==> config.mk <==
export PLATFORM = sky130hd
export DESIGN_NAME = dma_seq
export DESIGN_NICKNAME = d
export VERILOG_FILES = /design/src/rtl/dma_seq_pkg.sv /design/src/rtl/dma_addr_reg.sv /design/src/rtl/dma_count_reg.sv /design/src/rtl/dma_seq_ctl.sv /design/src/rtl/dma_seq.sv
export SDC_FILE = /design/constraint.sdc
export NUM_CORES = 1
export LEC_CHECK = 0
export ABC_AREA = 1
export BUFFER_PORTS_ARGS = -buffer_cell sky130_fd_sc_hd__buf_2
export CAP_MARGIN = 20
export CORE_ASPECT_RATIO = 0.7
export CORE_MARGIN = 1.5
export CORE_UTILIZATION = 35
export CTS_BUF_LIST = sky130_fd_sc_hd__clkbuf_8
export DETAILED_ROUTE_END_ITERATION = 10
export GPL_ROUTABILITY_DRIVEN = 0
export MAX_ROUTING_LAYER = met4
export PLACE_DENSITY_LB_ADDON = 0.25
export SLEW_MARGIN = 20
export SYNTH_ARGS = -nofsm -noshare
export SYNTH_HDL_FRONTEND = slang
export SYNTH_SLANG_ARGS = --single-unit
export TNS_END_PERCENT = 1
==> constraint.sdc <==
create_clock -name clk -period 7.6 [get_ports clk]
set_input_delay 0.76 -clock clk [delete_from_list [all_inputs] [get_ports clk]]
set_output_delay 0.76 -clock clk [all_outputs]
set_load 0.05 [all_outputs]
==> src/rtl/dma_seq_pkg.sv <==
package dma_seq_pkg;

  typedef enum logic [1:0] {
    MODE_DEMAND = 2'd0,
    MODE_STEP   = 2'd1,
    MODE_BURST  = 2'd2,
    MODE_BLOCK  = 2'd3
  } xfer_mode_e;

  typedef enum logic [1:0] {
    DIR_FIXED = 2'd0,
    DIR_INC   = 2'd1,
    DIR_DEC   = 2'd2,
    DIR_HOLD  = 2'd3
  } addr_dir_e;

  typedef enum logic [1:0] {
    SZ_BYTE = 2'd0,
    SZ_HALF = 2'd1,
    SZ_WORD = 2'd2,
    SZ_WIDE = 2'd3
  } unit_size_e;

  localparam logic [1:0] SEL_SRC  = 2'd0;
  localparam logic [1:0] SEL_DST  = 2'd1;
  localparam logic [1:0] SEL_CNT  = 2'd2;
  localparam logic [1:0] SEL_CTRL = 2'd3;

endpackage

==> src/rtl/dma_addr_reg.sv <==
module dma_addr_reg
  import dma_seq_pkg::*;
#(
  parameter int AW = 32,
  parameter int MW = 8
) (
  input  logic          clk,
  input  logic          rst_n,
  input  logic          load_i,
  input  logic [AW-1:0] load_val_i,
  input  logic          step_i,
  input  logic          restore_i,
  input  addr_dir_e     dir_i,
  input  logic [MW-1:0] mag_i,
  input  unit_size_e    size_i,
  output logic [AW-1:0] addr_o
);

  logic [AW-1:0] cur_q, cur_d;
  logic [AW-1:0] rld_q, rld_d;
  logic [AW-1:0] off;

  // step amount: explicit magnitude, or the unit size when it is zero
  always_comb begin
    if (mag_i != '0) begin
      off = AW'(mag_i);
    end else begin
      case (size_i)
        SZ_BYTE: off = AW'(1);
        SZ_HALF: off = AW'(2);
        default: off = AW'(4);
      endcase
    end
  end

  always_comb begin
    cur_d = cur_q;
    rld_d = rld_q;
    if (load_i) begin
      cur_d = load_val_i;
      rld_d = load_val_i;
    end else if (restore_i) begin
      cur_d = rld_q;
    end else if (step_i) begin
      case (dir_i)
        DIR_INC: cur_d = cur_q + off;
        DIR_DEC: cur_d = cur_q - off;
        default: cur_d = cur_q;
      endcase
    end
  end

  always_ff @(posedge clk or negedge rst_n) begin
    if (!rst_n) begin
      cur_q <= '0;
      rld_q <= '0;
    end else begin
      cur_q <= cur_d;
      rld_q <= rld_d;
    end
  end

  assign addr_o = cur_q;

  // a fixed address ignores granted units
  p_fixed_hold_r4: assert property (@(posedge clk) disable iff (!rst_n)
    (step_i && !load_i && !restore_i && dir_i == DIR_FIXED) |=> $stable(addr_o));

endmodule

==> src/rtl/dma_count_reg.sv <==
module dma_count_reg #(
  parameter int CW = 16,
  parameter int BW = 4
) (
  input  logic          clk,
  input  logic          rst_n,
  input  logic          load_i,
  input  logic [CW-1:0] load_cnt_i,
  input  logic [BW-1:0] load_blk_i,
  input  logic          dec_i,
  input  logic          blk_mode_i,
  input  logic          restore_i,
  output logic          blk_end_o,
  output logic          last_o
);

  logic [CW-1:0] cnt_q, cnt_d, cnt_rld_q, cnt_rld_d;
  logic [BW-1:0] blk_cfg_q, blk_cfg_d, blk_rem_q, blk_rem_d;

  // a zero block setting wraps through all 2**BW values before ending
  assign blk_end_o = !blk_mode_i || (blk_rem_q == BW'(1));
  assign last_o    = blk_end_o && (cnt_q == CW'(1));

  always_comb begin
    cnt_d     = cnt_q;
    cnt_rld_d = cnt_rld_q;
    blk_cfg_d = blk_cfg_q;
    blk_rem_d = blk_rem_q;
    if (load_i) begin
      cnt_d     = load_cnt_i;
      cnt_rld_d = load_cnt_i;
      blk_cfg_d = load_blk_i;
      blk_rem_d = load_blk_i;
    end else if (restore_i) begin
      cnt_d     = cnt_rld_q;
      blk_rem_d = blk_cfg_q;
    end else if (dec_i) begin
      if (blk_mode_i) begin
        if (blk_rem_q == BW'(1)) begin
          blk_rem_d = blk_cfg_q;
          cnt_d     = cnt_q - CW'(1);
        end else begin
          blk_rem_d = blk_rem_q - BW'(1);
        end
      end else begin
        cnt_d = cnt_q - CW'(1);
      end
    end
  end

  always_ff @(posedge clk or negedge rst_n) begin
    if (!rst_n) begin
      cnt_q     <= '0;
      cnt_rld_q <= '0;
      blk_cfg_q <= '0;
      blk_rem_q <= '0;
    end else begin
      cnt_q     <= cnt_d;
      cnt_rld_q <= cnt_rld_d;
      blk_cfg_q <= blk_cfg_d;
      blk_rem_q <= blk_rem_d;
    end
  end

  // inside a block the transfer count holds
  p_blk_hold_r7: assert property (@(posedge clk) disable iff (!rst_n)
    (dec_i && blk_mode_i && !load_i && !restore_i && blk_rem_q != BW'(1))
    |=> $stable(cnt_q));

endmodule

==> src/rtl/dma_seq_ctl.sv <==
module dma_seq_ctl
  import dma_seq_pkg::*;
#(
  parameter  int MW     = 8,
  localparam int CTRL_W = 10 + 2 * MW
) (
  input  logic              clk,
  input  logic              rst_n,
  input  logic              cfg_we_i,
  input  logic [1:0]        cfg_sel_i,
  input  logic [CTRL_W-1:0] ctrl_i,
  input  logic              req_i,
  input  logic              done_i,
  input  logic              blk_end_i,
  input  logic              last_i,
  output logic              en_o,
  output xfer_mode_e        mode_o,
  output logic              reload_o,
  output unit_size_e        size_o,
  output addr_dir_e         src_dir_o,
  output addr_dir_e         dst_dir_o,
  output logic [MW-1:0]     src_mag_o,
  output logic [MW-1:0]     dst_mag_o,
  output logic              load_src_o,
  output logic              load_dst_o,
  output logic              load_cnt_o,
  output logic              want_o,
  output logic              fire_o,
  output logic              term_o,
  output logic              eop_o
);

  localparam int SMAG_LSB = 10;
  localparam int DMAG_LSB = 10 + MW;

  logic       ctrl_wr;
  logic       en_q, en_d;
  logic       pend_q, pend_d;
  logic       eop_q;
  logic       quantum_end;
  xfer_mode_e mode_q;
  logic       reload_q;
  unit_size_e size_q;
  addr_dir_e  sdir_q, ddir_q;
  logic [MW-1:0] smag_q, dmag_q;

  assign ctrl_wr    = cfg_we_i && (cfg_sel_i == SEL_CTRL);
  assign load_src_o = cfg_we_i && (cfg_sel_i == SEL_SRC);
  assign load_dst_o = cfg_we_i && (cfg_sel_i == SEL_DST);
  assign load_cnt_o = cfg_we_i && (cfg_sel_i == SEL_CNT);

  assign want_o = en_q && ((mode_q == MODE_DEMAND) ? req_i : pend_q);
  assign fire_o = want_o && done_i;
  assign term_o = fire_o && last_i;

  // the unit that closes the work owed to one request
  always_comb begin
    case (mode_q)
      MODE_STEP:  quantum_end = 1'b1;
      MODE_BLOCK: quantum_end = blk_end_i;
      default:    quantum_end = 1'b0;
    endcase
  end

  always_comb begin
    pend_d = pend_q;
    if (ctrl_wr) begin
      pend_d = 1'b0;
    end else if (fire_o && (term_o || quantum_end)) begin
      pend_d = 1'b0;
    end else if (en_q && req_i && mode_q != MODE_DEMAND && !fire_o) begin
      pend_d = 1'b1;
    end
  end

  always_comb begin
    en_d = en_q;
    if (ctrl_wr) begin
      en_d = ctrl_i[0];
    end else if (term_o && !reload_q) begin
      en_d = 1'b0;
    end
  end

  always_ff @(posedge clk or negedge rst_n) begin
    if (!rst_n) begin
      en_q     <= 1'b0;
      pend_q   <= 1'b0;
      eop_q    <= 1'b0;
      mode_q   <= MODE_DEMAND;
      reload_q <= 1'b0;
      size_q   <= SZ_BYTE;
      sdir_q   <= DIR_FIXED;
      ddir_q   <= DIR_FIXED;
      smag_q   <= '0;
      dmag_q   <= '0;
    end else begin
      en_q   <= en_d;
      pend_q <= pend_d;
      eop_q  <= term_o;
      if (ctrl_wr) begin
        mode_q   <= xfer_mode_e'(ctrl_i[2:1]);
        reload_q <= ctrl_i[3];
        size_q   <= unit_size_e'(ctrl_i[5:4]);
        sdir_q   <= addr_dir_e'(ctrl_i[7:6]);
        ddir_q   <= addr_dir_e'(ctrl_i[9:8]);
        smag_q   <= ctrl_i[SMAG_LSB +: MW];
        dmag_q   <= ctrl_i[DMAG_LSB +: MW];
      end
    end
  end

  assign en_o      = en_q;
  assign mode_o    = mode_q;
  assign reload_o  = reload_q;
  assign size_o    = size_q;
  assign src_dir_o = sdir_q;
  assign dst_dir_o = ddir_q;
  assign src_mag_o = smag_q;
  assign dst_mag_o = dmag_q;
  assign eop_o     = eop_q;

  // a single-unit request is finished after its one unit
  p_step_once_r5: assert property (@(posedge clk) disable iff (!rst_n)
    (fire_o && mode_q == MODE_STEP && !cfg_we_i) |=> !want_o);

  // end of a one-shot transfer leaves the channel disabled
  p_single_shot_r10: assert property (@(posedge clk) disable iff (!rst_n)
    (eop_q && !reload_q && !$past(cfg_we_i)) |-> !en_q);

endmodule

==> src/rtl/dma_seq.sv <==
module dma_seq
  import dma_seq_pkg::*;
#(
  parameter int AW = 32,
  parameter int CW = 16,
  parameter int BW = 4,
  parameter int MW = 8
) (
  input  logic          clk,
  input  logic          rst_n,
  input  logic          cfg_we,
  input  logic [1:0]    cfg_sel,
  input  logic [AW-1:0] cfg_wdata,
  input  logic          xfer_req,
  input  logic          unit_done,
  output logic          unit_want,
  output logic [AW-1:0] src_addr,
  output logic [AW-1:0] dst_addr,
  output logic          eop,
  output logic          chan_en
);

  localparam int CTRL_W = 10 + 2 * MW;

  logic [1:0] rst_sync_q;
  logic       rst_n_s;

  always_ff @(posedge clk or negedge rst_n) begin
    if (!rst_n) rst_sync_q <= 2'b00;
    else        rst_sync_q <= {rst_sync_q[0], 1'b1};
  end
  assign rst_n_s = rst_sync_q[1];

  xfer_mode_e    mode;
  unit_size_e    size;
  addr_dir_e     src_dir, dst_dir;
  logic [MW-1:0] src_mag, dst_mag;
  logic          reload, load_src, load_dst, load_cnt;
  logic          fire, term, blk_end, last, restore;

  assign restore = term && reload;

  dma_seq_ctl #(.MW(MW)) u_ctl (
    .clk        (clk),
    .rst_n      (rst_n_s),
    .cfg_we_i   (cfg_we),
    .cfg_sel_i  (cfg_sel),
    .ctrl_i     (cfg_wdata[CTRL_W-1:0]),
    .req_i      (xfer_req),
    .done_i     (unit_done),
    .blk_end_i  (blk_end),
    .last_i     (last),
    .en_o       (chan_en),
    .mode_o     (mode),
    .reload_o   (reload),
    .size_o     (size),
    .src_dir_o  (src_dir),
    .dst_dir_o  (dst_dir),
    .src_mag_o  (src_mag),
    .dst_mag_o  (dst_mag),
    .load_src_o (load_src),
    .load_dst_o (load_dst),
    .load_cnt_o (load_cnt),
    .want_o     (unit_want),
    .fire_o     (fire),
    .term_o     (term),
    .eop_o      (eop)
  );

  dma_count_reg #(.CW(CW), .BW(BW)) u_cnt (
    .clk        (clk),
    .rst_n      (rst_n_s),
    .load_i     (load_cnt),
    .load_cnt_i (cfg_wdata[CW-1:0]),
    .load_blk_i (cfg_wdata[CW +: BW]),
    .dec_i      (fire),
    .blk_mode_i (mode == MODE_BLOCK),
    .restore_i  (restore),
    .blk_end_o  (blk_end),
    .last_o     (last)
  );

  logic [1:0]    a_load;
  addr_dir_e     a_dir [2];
  logic [MW-1:0] a_mag [2];
  logic [AW-1:0] a_out [2];

  assign a_load   = {load_dst, load_src};
  assign a_dir[0] = src_dir;
  assign a_dir[1] = dst_dir;
  assign a_mag[0] = src_mag;
  assign a_mag[1] = dst_mag;

  for (genvar g = 0; g < 2; g++) begin : g_addr
    dma_addr_reg #(.AW(AW), .MW(MW)) u_addr (
      .clk        (clk),
      .rst_n      (rst_n_s),
      .load_i     (a_load[g]),
      .load_val_i (cfg_wdata),
      .step_i     (fire),
      .restore_i  (restore),
      .dir_i      (a_dir[g]),
      .mag_i      (a_mag[g]),
      .size_i     (size),
      .addr_o     (a_out[g])
    );
  end

  assign src_addr = a_out[0];
  assign dst_addr = a_out[1];

  // strobes without a pending unit leave the addresses alone
  p_idle_ignore_r13: assert property (@(posedge clk) disable iff (!rst_n_s)
    (unit_done && !unit_want && !cfg_we) |=> ($stable(src_addr) && $stable(dst_addr)));

endmodule

### Yosys cells after proc, flatten, opt, wreduce, memory -nomap -nowiden

Cells that the tools add are included.

* $add $sub $neg: 6
* multipliers: 0
* divide/modulo/power cells: 0
* magnitude comparators: 0
* eq/ne operators: 13
* shift-type cells: 0
* muxes and demuxes: 28
* bitwise gates (word level): 0
* reduce and logical (&&, ||, !) cells: 37

Operators by type and width (number)
* 2-to-1 mux 32 bit: 7
* one-hot mux 32 bit (2 select lines): 2
* 2-to-1 mux 16 bit: 5
* adder 32 bit: 1
* adder 32 x 8 -> 32 bit: 1
* subtractor 32 bit: 1
* subtractor 32 x 8 -> 32 bit: 1
* 2-to-1 mux 4 bit: 5
* == test 16 x 1 -> 1 bit (second input constant): 1
* nonzero test 8 bit: 2
* subtractor 16 x 1 -> 16 bit (second input constant): 1
* nonzero test 3 bit: 5
* logical AND 1 bit: 14
* == test 2 x 1 -> 1 bit (second input constant): 5
* == test 2 bit (second input constant): 5
* 2-to-1 mux 8 bit: 1
* AND reduction 2 bit: 4
* nonzero test 4 bit: 2
* logical NOT 2 bit: 3
* 2-to-1 mux 1 bit: 6
* one-hot mux 3 bit (2 select lines): 1
* == test 4 x 1 -> 1 bit (second input constant): 1
* != test 4 x 3 -> 1 bit (second input constant): 1
* nonzero test 2 bit: 2
* 4 further kinds: 7

* register bits: 198
* latch bits: 0
* bits in writable memories: 0
* memory bits (read-only): 0
* input port bits: 39
* output and inout port bits: 67
* logic and storage cells: 103
* memories: 0

### Longest topological paths before layout

Gate-level depths: netlist of run 1.

* depth in word-level cells: 9
* depth in mapped cells: 25
* depth with buffers taken out: 25

### Modules after synthesis

A second synthesis of run 1 with hierarchy kept.

* cells, all modules: 2301
* area, all modules: 14910.6 um2

Modules (own cells, without submodules)
* dma_addr_reg (g_addr[1].u_addr): instances 1, cells each 911, area an instance 5629.1 um2, seq. area each 1601.5 um2
* dma_addr_reg (g_addr[0].u_addr): instances 1, cells each 912, area an instance 5624.1 um2, seq. area each 1601.5 um2
* dma_count_reg: instances 1, cells each 332, area an instance 2417.3 um2, seq. area each 1001.0 um2
* dma_seq_ctl: instances 1, cells each 139, area an instance 1171.1 um2, seq. area each 700.7 um2
* dma_seq: instances 1, cells each 7, area an instance 68.8 um2, seq. area each 50.0 um2

### Worst setup path before layout of run 1

Ideal clock, no wire load.

* path type: register -> register
* from: register u_ctl.smag_q[5] (netlist: u_ctl.src_mag_o[5])
* to: register g_addr[0].u_addr.cur_q[29]
* setup time: 116 ps
* arrival: 2805 ps
* required time: 7484 ps
* slack: 4678 ps
* cell stages (with the launch flop): 21
* path buffers: 0
* clock period less this slack: 2922 ps
* cell sequence: dfrtp_1 > nor2_1 > nand2_1 > nor2_1 > a21oi_1 > ha_1 > nand4_1 > o21ai_0 > ha_1 > nand2_1 > inv_1 > nand2_1 > nand2_1 > a21oi_1 > nand2_1 > nand2_1 > nand2_1 > nand2_1 > nand3_1 > nand2_1 > nand2_1

* cells in the longest elaborated chain, start to end: 7
* elaborated cells on any way between the ends: 8
* classes of those cells: add/sub: 2; mux: 5; reduce/logical: 1

Ends and longest elaborated chain
* start, declared: line dma_seq_ctl.sv:45 `logic [MW-1:0] smag_q, dmag_q;`
* start signal, assigned: line dma_seq_ctl.sv:107 `smag_q <= ctrl_i[SMAG_LSB +: MW];`
* nonzero test 8 bit: line dma_addr_reg.sv:25 `if (mag_i != '0) begin`
* 2-to-1 mux 8 bit *: line dma_addr_reg.sv:25
* subtractor 32 x 8 -> 32 bit or adder 32 x 8 -> 32 bit (tied branches): line dma_addr_reg.sv:47, dma_addr_reg.sv:46
* one-hot mux 32 bit (2 select lines) *: line dma_addr_reg.sv:45 `case (dir_i)`
* 2-to-1 mux 32 bit *: line dma_addr_reg.sv:44 `end else if (step_i) begin`
* 2-to-1 mux 32 bit *: line dma_addr_reg.sv:42 `end else if (restore_i) begin`
* 2-to-1 mux 32 bit *: line dma_addr_reg.sv:39 `if (load_i) begin`
* end signal, assigned: line dma_addr_reg.sv:58 `cur_q <= cur_d;`
* end, declared: line dma_addr_reg.sv:19 `logic [AW-1:0] cur_q, cur_d;`

Mark *: on every way between the ends. The rest lies on a longest branch, timed or not. The select of a mux whose other input is x is not followed.
A chain may end at the register's enable or synchronous reset.

### Final worst setup path of run 1

* from: register u_ctl.smag_q[5] (netlist: u_ctl.src_mag_o[5])
* to: register g_addr[0].u_addr.cur_q[31]

Same word-level chain as after synthesis.

==> results of run 1 <==
[cells by family after synthesis]
kind of cell | count (synthesis) | share of synthesized area
AO/OA/AOI/OAI | 237 | 0.0835
XOR/XNOR | 34 | 0.0199
adder cells (fa/ha/maj) | 73 | 0.0619
buffers and inverters | 468 | 0.120
flip-flops | 198 | 0.330
other | 1 | 0.000250
AND/OR/NAND/NOR | 1415 | 0.384
[synthesized netlist by cell type, drive strengths merged]
cell type / count
a21boi: 6
a21o: 2
a21oi: 80
a221oi: 1
and2: 2
and3: 1
buf: 25
clkbuf: 35
clkinv: 5
conb: 1
dfrtp: 198
fa: 2
ha: 71
inv: 403
nand2: 985
nand3: 181
nand3b: 2
nand4: 21
nor2: 208
nor3: 11
nor4: 1
o211ai: 6
o21ai: 134
o21bai: 8
or2: 3
xnor2: 6
xor2: 28
[flip-flops by register name (all words and copies together) (netlist names), 4 cells and up]
name and count:
g_addr.u_addr.rld_q 64, u_ctl.dst_mag_o 8, u_ctl.src_mag_o 8, u_cnt.blk_cfg_q 4
u_cnt.blk_rem_q 4, u_cnt.cnt_rld_q 16, u_cnt.cnt_q 16, g_addr.u_addr.addr_o 64
[final timing paths]
check	to	slack [ns]	depth (start not counted)	from
max reg2reg	g_addr[0].u_addr.addr_o[31]	3.52	20	u_ctl.src_mag_o[5]
min in group clk	rst_sync_q[1]	0.36	0	rst_sync_q[0]
max in group asynchronous	g_addr[1].u_addr.rld_q[30]	5.98	1	rst_sync_q[1]
min	u_cnt.cnt_rld_q[6]	0.29	0	rst_sync_q[1]
min reg2reg	u_cnt.cnt_rld_q[6]	0.29	0	rst_sync_q[1]
max	g_addr[0].u_addr.addr_o[31]	3.52	20	u_ctl.src_mag_o[5]
[layer usage]
layer / global-route usage / vias to the layer above / part of all wire
met3: 0.0429 / 42 / 0.076
met5: - / - / 0
met4: 0.0490 / 0 / 0.014
met1: 0.345 / 7161 / 0.50
met2: 0.336 / 500 / 0.41
li1: - / 7607 / -
[worst register-to-register path, stage by stage (launching register included)]
cell,delay (ns)
dfrtp_1,0.47
nor2_1,0.08
nand2_1,0.12
nor2_1,0.10
a21oi_1,0.31
ha_1,0.25
nand4_1,0.19
o21ai_0,0.89
ha_1,0.45
nand2_1,0.14
inv_1,0.05
nand2_1,0.06
nand2_1,0.08
a21oi_1,0.16
nand2_1,0.17
nand2_1,0.15
nand2_1,0.06
nand2_1,0.06
nand3_1,0.06
nand2_1,0.08
nand2_1,0.04
[power by group]
group          switching, mW  internal, mW  leakage [nW]
registers              0.318          1.34          2.44
logic                   2.76          1.21          7.14
clock network          0.428         0.403         0.234
[area by class of cell]
cell class	instances	share of cell area
Antenna cell	1	0.000151
Clock buffer	18	0.0150
Sequential cell	198	0.300
Timing Repair Buffer	117	0.0389
Tap cell	552	0.0417
Clock inverter	14	0.0131
Multi-Input combinational cell	1760	0.499
Inverter	408	0.0926
[stage by stage]
step | hold slack (ns) | setup slack (ns) | cells
final | 0.286 | 3.52 | 3068
after global placement | 0.303 | 3.48 | 3032
after detailed placement | 0.303 | 3.63 | 3032
after floorplan | 0.331 | 1.67 | 2426
after CTS | 0.316 | 3.62 | 3065
after global routing | 0.338 | 3.18 | 3068
==> out/qor.yml, run 1 <==
grt_usage: 0.236
start_util: 0.354
path_buf_inv: 1
rows: 63
multiInputGateArea_um2: 8250
overflow: 0
final_util: 0.391
crit_required_ns: 8.01
setup_tns_ns: 0
vias: 15300
syn_nets: 2538
drtIter0Drc: 1339
timing.setup.critical_path_class: "register to register"
num-nets-final: 2614
hold_viol_final: 0
cts_resized: 0
synth_top_cell_by_area: "dfrtp_1"
first_pass_iters: 5
cpPeakStageDelay_ns: 0.88
path_cells: "nor2_1 > nand2_1 > nor2_1 > a21oi_1 > ha_1 > nand4_1 > o21ai_0 > ha_1 > nand2_1 > inv_1 > nand2_1 > nand2_1 > a21oi_1 > nand2_1 > nand2_1 > nand2_1 > nand2_1 > nand3_1 > nand2_1 > nand2_1"
fin_worst_skew_ns: 0.0234
period_share: 0.537
fin_crit_ns: 4.08
place_hpwl_mm: 38.4
port_buffers: 105
slowest_stage: "o21ai_0"
setup_violations: 0
clockBufferDepth: 2
area_delta_synth_final_pct: 10.3
io_pins: 106
ir_drop_v: 0.000139
synth_area_leaders: "dfrtp_1, nand2_1, inv_1"
clock_latency_ns: 0.52
synth_cells: 2426
n_fill_cell: 4596
clk_pin_slew_worst_paths_ns: 0.11
viasPerCell: 4.99
cts.htree.levels: 4
grt_max_degree: 166
end_kind: "register"
max_clock_freq_mhz: 245
worstPathMaxFanout: 6
yosysWarnings: 0
wirelength_mm: 50.2
powerDensity_nw_per_um2: 391
postCtsHoldBufs: 1
final_cell_mix: "nand2_1, inv_1, nor2_1"
worstMarginPinSlew_ns: 1.08
place_area_um2: 16000
cp_top_family: "simple AND/OR/NAND/NOR gates"
grt_setup_unrepaired: "no"
status: "finished clean"
final-max-slew-violation-count: 0
numClockSinks: 198
grt_pass1_wl_mm: 78.4
numCtsBuffers: 17
hold_class: "register to asynchronous set/reset pin"
synth_top_area_frac: 0.330
seq_area_um2: 4960
antenna_found_initial: 1
maxCapViolCount: 0
start_kind: "register"
synth_cell_type_count: 43
design_area_um2: 16500
crit_top_cell: "nand2_1"
postCtsSetupRepairBufs: 0
routedWlPerCell_um: 16.4
finalPower_mw: 6.46
avgSynthCellArea_um2: 6.18
synthesis.area_um2: 15000
cts_root_buffer: "clkbuf_8"
worstPathArrival_ns: 4.49
postRouteAntennaNets: 0
drive_gt1_frac: 0.0751
die_w_um: 250
die_y_um: 176
drc: 0
cts_tree: "yes"
grt_pass1_vias: 14000
dieArea_um2: 44100
synth_seq_cells: 198
core_um2: 42300
maxSlewHeadroom: 0.275
final_common_cell: "nand2_1"
seq_area_frac_synth: 0.330
p_leak_nw: 9.81
Note: power is estimated with default switching activity, not from simulation.
==> inputs of run 2 (changes only) <==
==> constraint.sdc (replaced) <==
create_clock -name clk -period 3.3 [get_ports clk]
set_input_delay 0.33 -clock clk [delete_from_list [all_inputs] [get_ports clk]]
set_output_delay 0.33 -clock clk [all_outputs]
set_load 0.05 [all_outputs]
==> run 2 against run 1 <==
  * Design area grew 7.2%
  * Flip-flop and latch count unchanged
  * Clock power up 93%
  * Wire length increased by 2.3%
  * Clock skew up 0.0015 ns
  * Combinational power increased to 2.6 times the previous value
  * Die area unchanged
  * Final cell count increased by 2.1%
  * Total power up 150%
  * Critical path type unchanged
  * Critical endpoint is now g_addr[1].u_addr.addr_o[31]
  * Highest routed layer unchanged
==> out/qor.yml, run 2 (same netlist as run 1, synthesis figures left out) <==
grt_usage: 0.238  # +0.00244
p_leak_nw: 10.2  # +3.9%
period_share: 0.968  # +0.431
final-max-slew-violation-count: 0  # unchanged
area_delta_synth_final_pct: 18.2
cts.htree.levels: 4  # unchanged
drc: 0  # unchanged
n_fill_cell: 4563  # -0.72%
postRouteAntennaNets: 0  # unchanged
grt_pass1_wl_mm: 79.2  # +1.1%
hold_viol_final: 0  # unchanged
die_y_um: 176  # unchanged
drtIter0Drc: 1289  # -3.7%
overflow: 0  # unchanged
status: "finished clean"
fin_worst_skew_ns: 0.0249  # +0.00154 ns
vias: 15500  # +1.1%
numClockSinks: 198  # unchanged
worstMarginPinSlew_ns: 0.985  # -0.0909 ns
maxCapViolCount: 0  # unchanged
routedWlPerCell_um: 16.4  # +0.25%
clock_latency_ns: 0.52  # about the same
io_pins: 106  # unchanged
final_cell_mix: "nand2_1, inv_1, dfrtp_1"
final_util: 0.419  # +0.0280
start_util: 0.354  # unchanged
wirelength_mm: 51.4  # +2.3%
first_pass_iters: 5  # unchanged
port_buffers: 105  # unchanged
timing.setup.critical_path_class: "register to register"
dpl_worst_slack_ns: -0.196  # -3.83 ns
num-nets-final: 2680  # +2.5%
grt_max_degree: 76  # -54%
rows: 63  # unchanged
cts_root_buffer: "clkbuf_8"
ir_drop_v: 0.000308  # +120%
setup_ws_ns: 0.105  # -3.41 ns
worstPathMaxFanout: 4  # -2
diodes: 0  # -1
setup_violations: 0  # unchanged
clockBufferDepth: 2  # unchanged
die_w_um: 250  # unchanged
clk_pin_slew_worst_paths_ns: 0.11  # about the same
place_hpwl_mm: 39.4  # +2.5%
end_kind: "register"
drive_gt1_frac: 0.162  # +0.0865
setup_tns_ns: 0  # unchanged
crit_required_ns: 3.70  # -4.31 ns
hold_class: "input pin to register"
fin_crit_ns: 3.20  # -0.886 ns
max_clock_freq_mhz: 313  # +28%
cts_tree: "yes"
numCtsBuffers: 17  # unchanged
powerDensity_nw_per_um2: 896  # +130%
worstPathArrival_ns: 3.60  # -0.89 ns
antenna_found_initial: 0  # -1
maxSlewHeadroom: 0.342  # +0.0675
dieArea_um2: 44100  # unchanged
grt_setup_unrepaired: "yes"
start_kind: "register"
grt_pass1_vias: 14100  # +1.3%
final_common_cell: "nand2_1"
viasPerCell: 4.94  # -0.96%
core_um2: 42300  # unchanged
==> run 2: changes by cell type in the layout (fill, tap and decap cells not counted), sizes merged <==
| cell | delta |
|---|---|
| buf | +66 |
| bufinv | -5 |
| clkinv | +3 |
| clkbuf | +1 |
| diode | -1 |
==> run 2: layer usage <==
metal,wire [µm],GRT usage
met1,25200,0.349
met2,21800,0.345
met3,4020,0.0444
met4,403,0.0333
met5,0,-
==> run 2: area by class of cell <==
cell class | instances | area (µm²) | share of cell area
Multi-Input combinational cell | 1760 | 9020 | 0.509
Clock buffer | 19 | 262 | 0.0148
Timing Repair Buffer | 183 | 1150 | 0.0651
Tap cell | 552 | 691 | 0.0390
Inverter | 408 | 1530 | 0.0864
Clock inverter | 12 | 109 | 0.00614
Sequential cell | 198 | 4960 | 0.280
==> run 2: stage by stage <==
step | area, µm² | hold slack (ns) | cells | total power, mW
final | 17700 | 0.0644 | 3132 | 15.9
after detailed placement | 16500 | 0.116 | 3088 | 13.2
after global routing | 17700 | 0.0617 | 3132 | 17.3
after floorplan | 15000 | 0.0344 | 2426 | 10.5
after global placement | 16500 | 0.115 | 3088 | 13.1
after CTS | 16900 | 0.0418 | 3121 | 14.9
==> run 2: worst max-delay path, stage by stage, from the launching register on <==
cell and delay, ns:
dfrtp_1 0.42, nor2_2 0.13, nand3_2 0.12, nor2_4 0.12, nand2_1 0.08, nand2_2 0.08
inv_1 0.06, ha_2 0.19, buf_4 0.14, nand3_1 0.07, nand2_1 0.06, xor2_1 0.15
inv_1 0.10, ha_4 0.30, nand2_2 0.08, nor2_1 0.19, nand2_1 0.09, nand2_2 0.13
nand2_1 0.09, nand2_1 0.10, nand2_1 0.10, nand3_1 0.08, nand3_1 0.08, nand2_1 0.08
nand2_1 0.05
==> run 2: repair_timing <==
item,in CTS,in global routing
resized for setup,19,179
hold endpoints to repair,2,0
pin swaps,1,38
hold buffers,1,0
buffers inserted,1,11
endpoints found under the setup margin,19,52
==> run 2: report_power, final <==
part	leakage, nW	internal, mW	switching (mW)	total, mW
combinational	7.57	3.53	6.88	10.4
sequential	2.44	3.10	0.778	3.87
clock	0.187	0.586	1.02	1.60
total	10.2	7.21	8.68	15.9
==> run 2: path summary, 6_finish.rpt <==
check,from,to,slack [ns],cells after the start
setup / recovery,u_ctl.dst_mag_o[5],g_addr[1].u_addr.addr_o[31],0.10,24
hold / removal,cfg_wdata[29],g_addr[1].u_addr.rld_q[29],0.06,3
setup reg to reg,u_ctl.dst_mag_o[5],g_addr[1].u_addr.addr_o[31],0.10,24
hold reg to reg,rst_sync_q[1],u_cnt.cnt_q[2],0.32,0
max in group asynchronous,rst_sync_q[1],g_addr[1].u_addr.rld_q[29],2.11,1
min in group asynchronous,rst_n,rst_sync_q[1],0.11,2
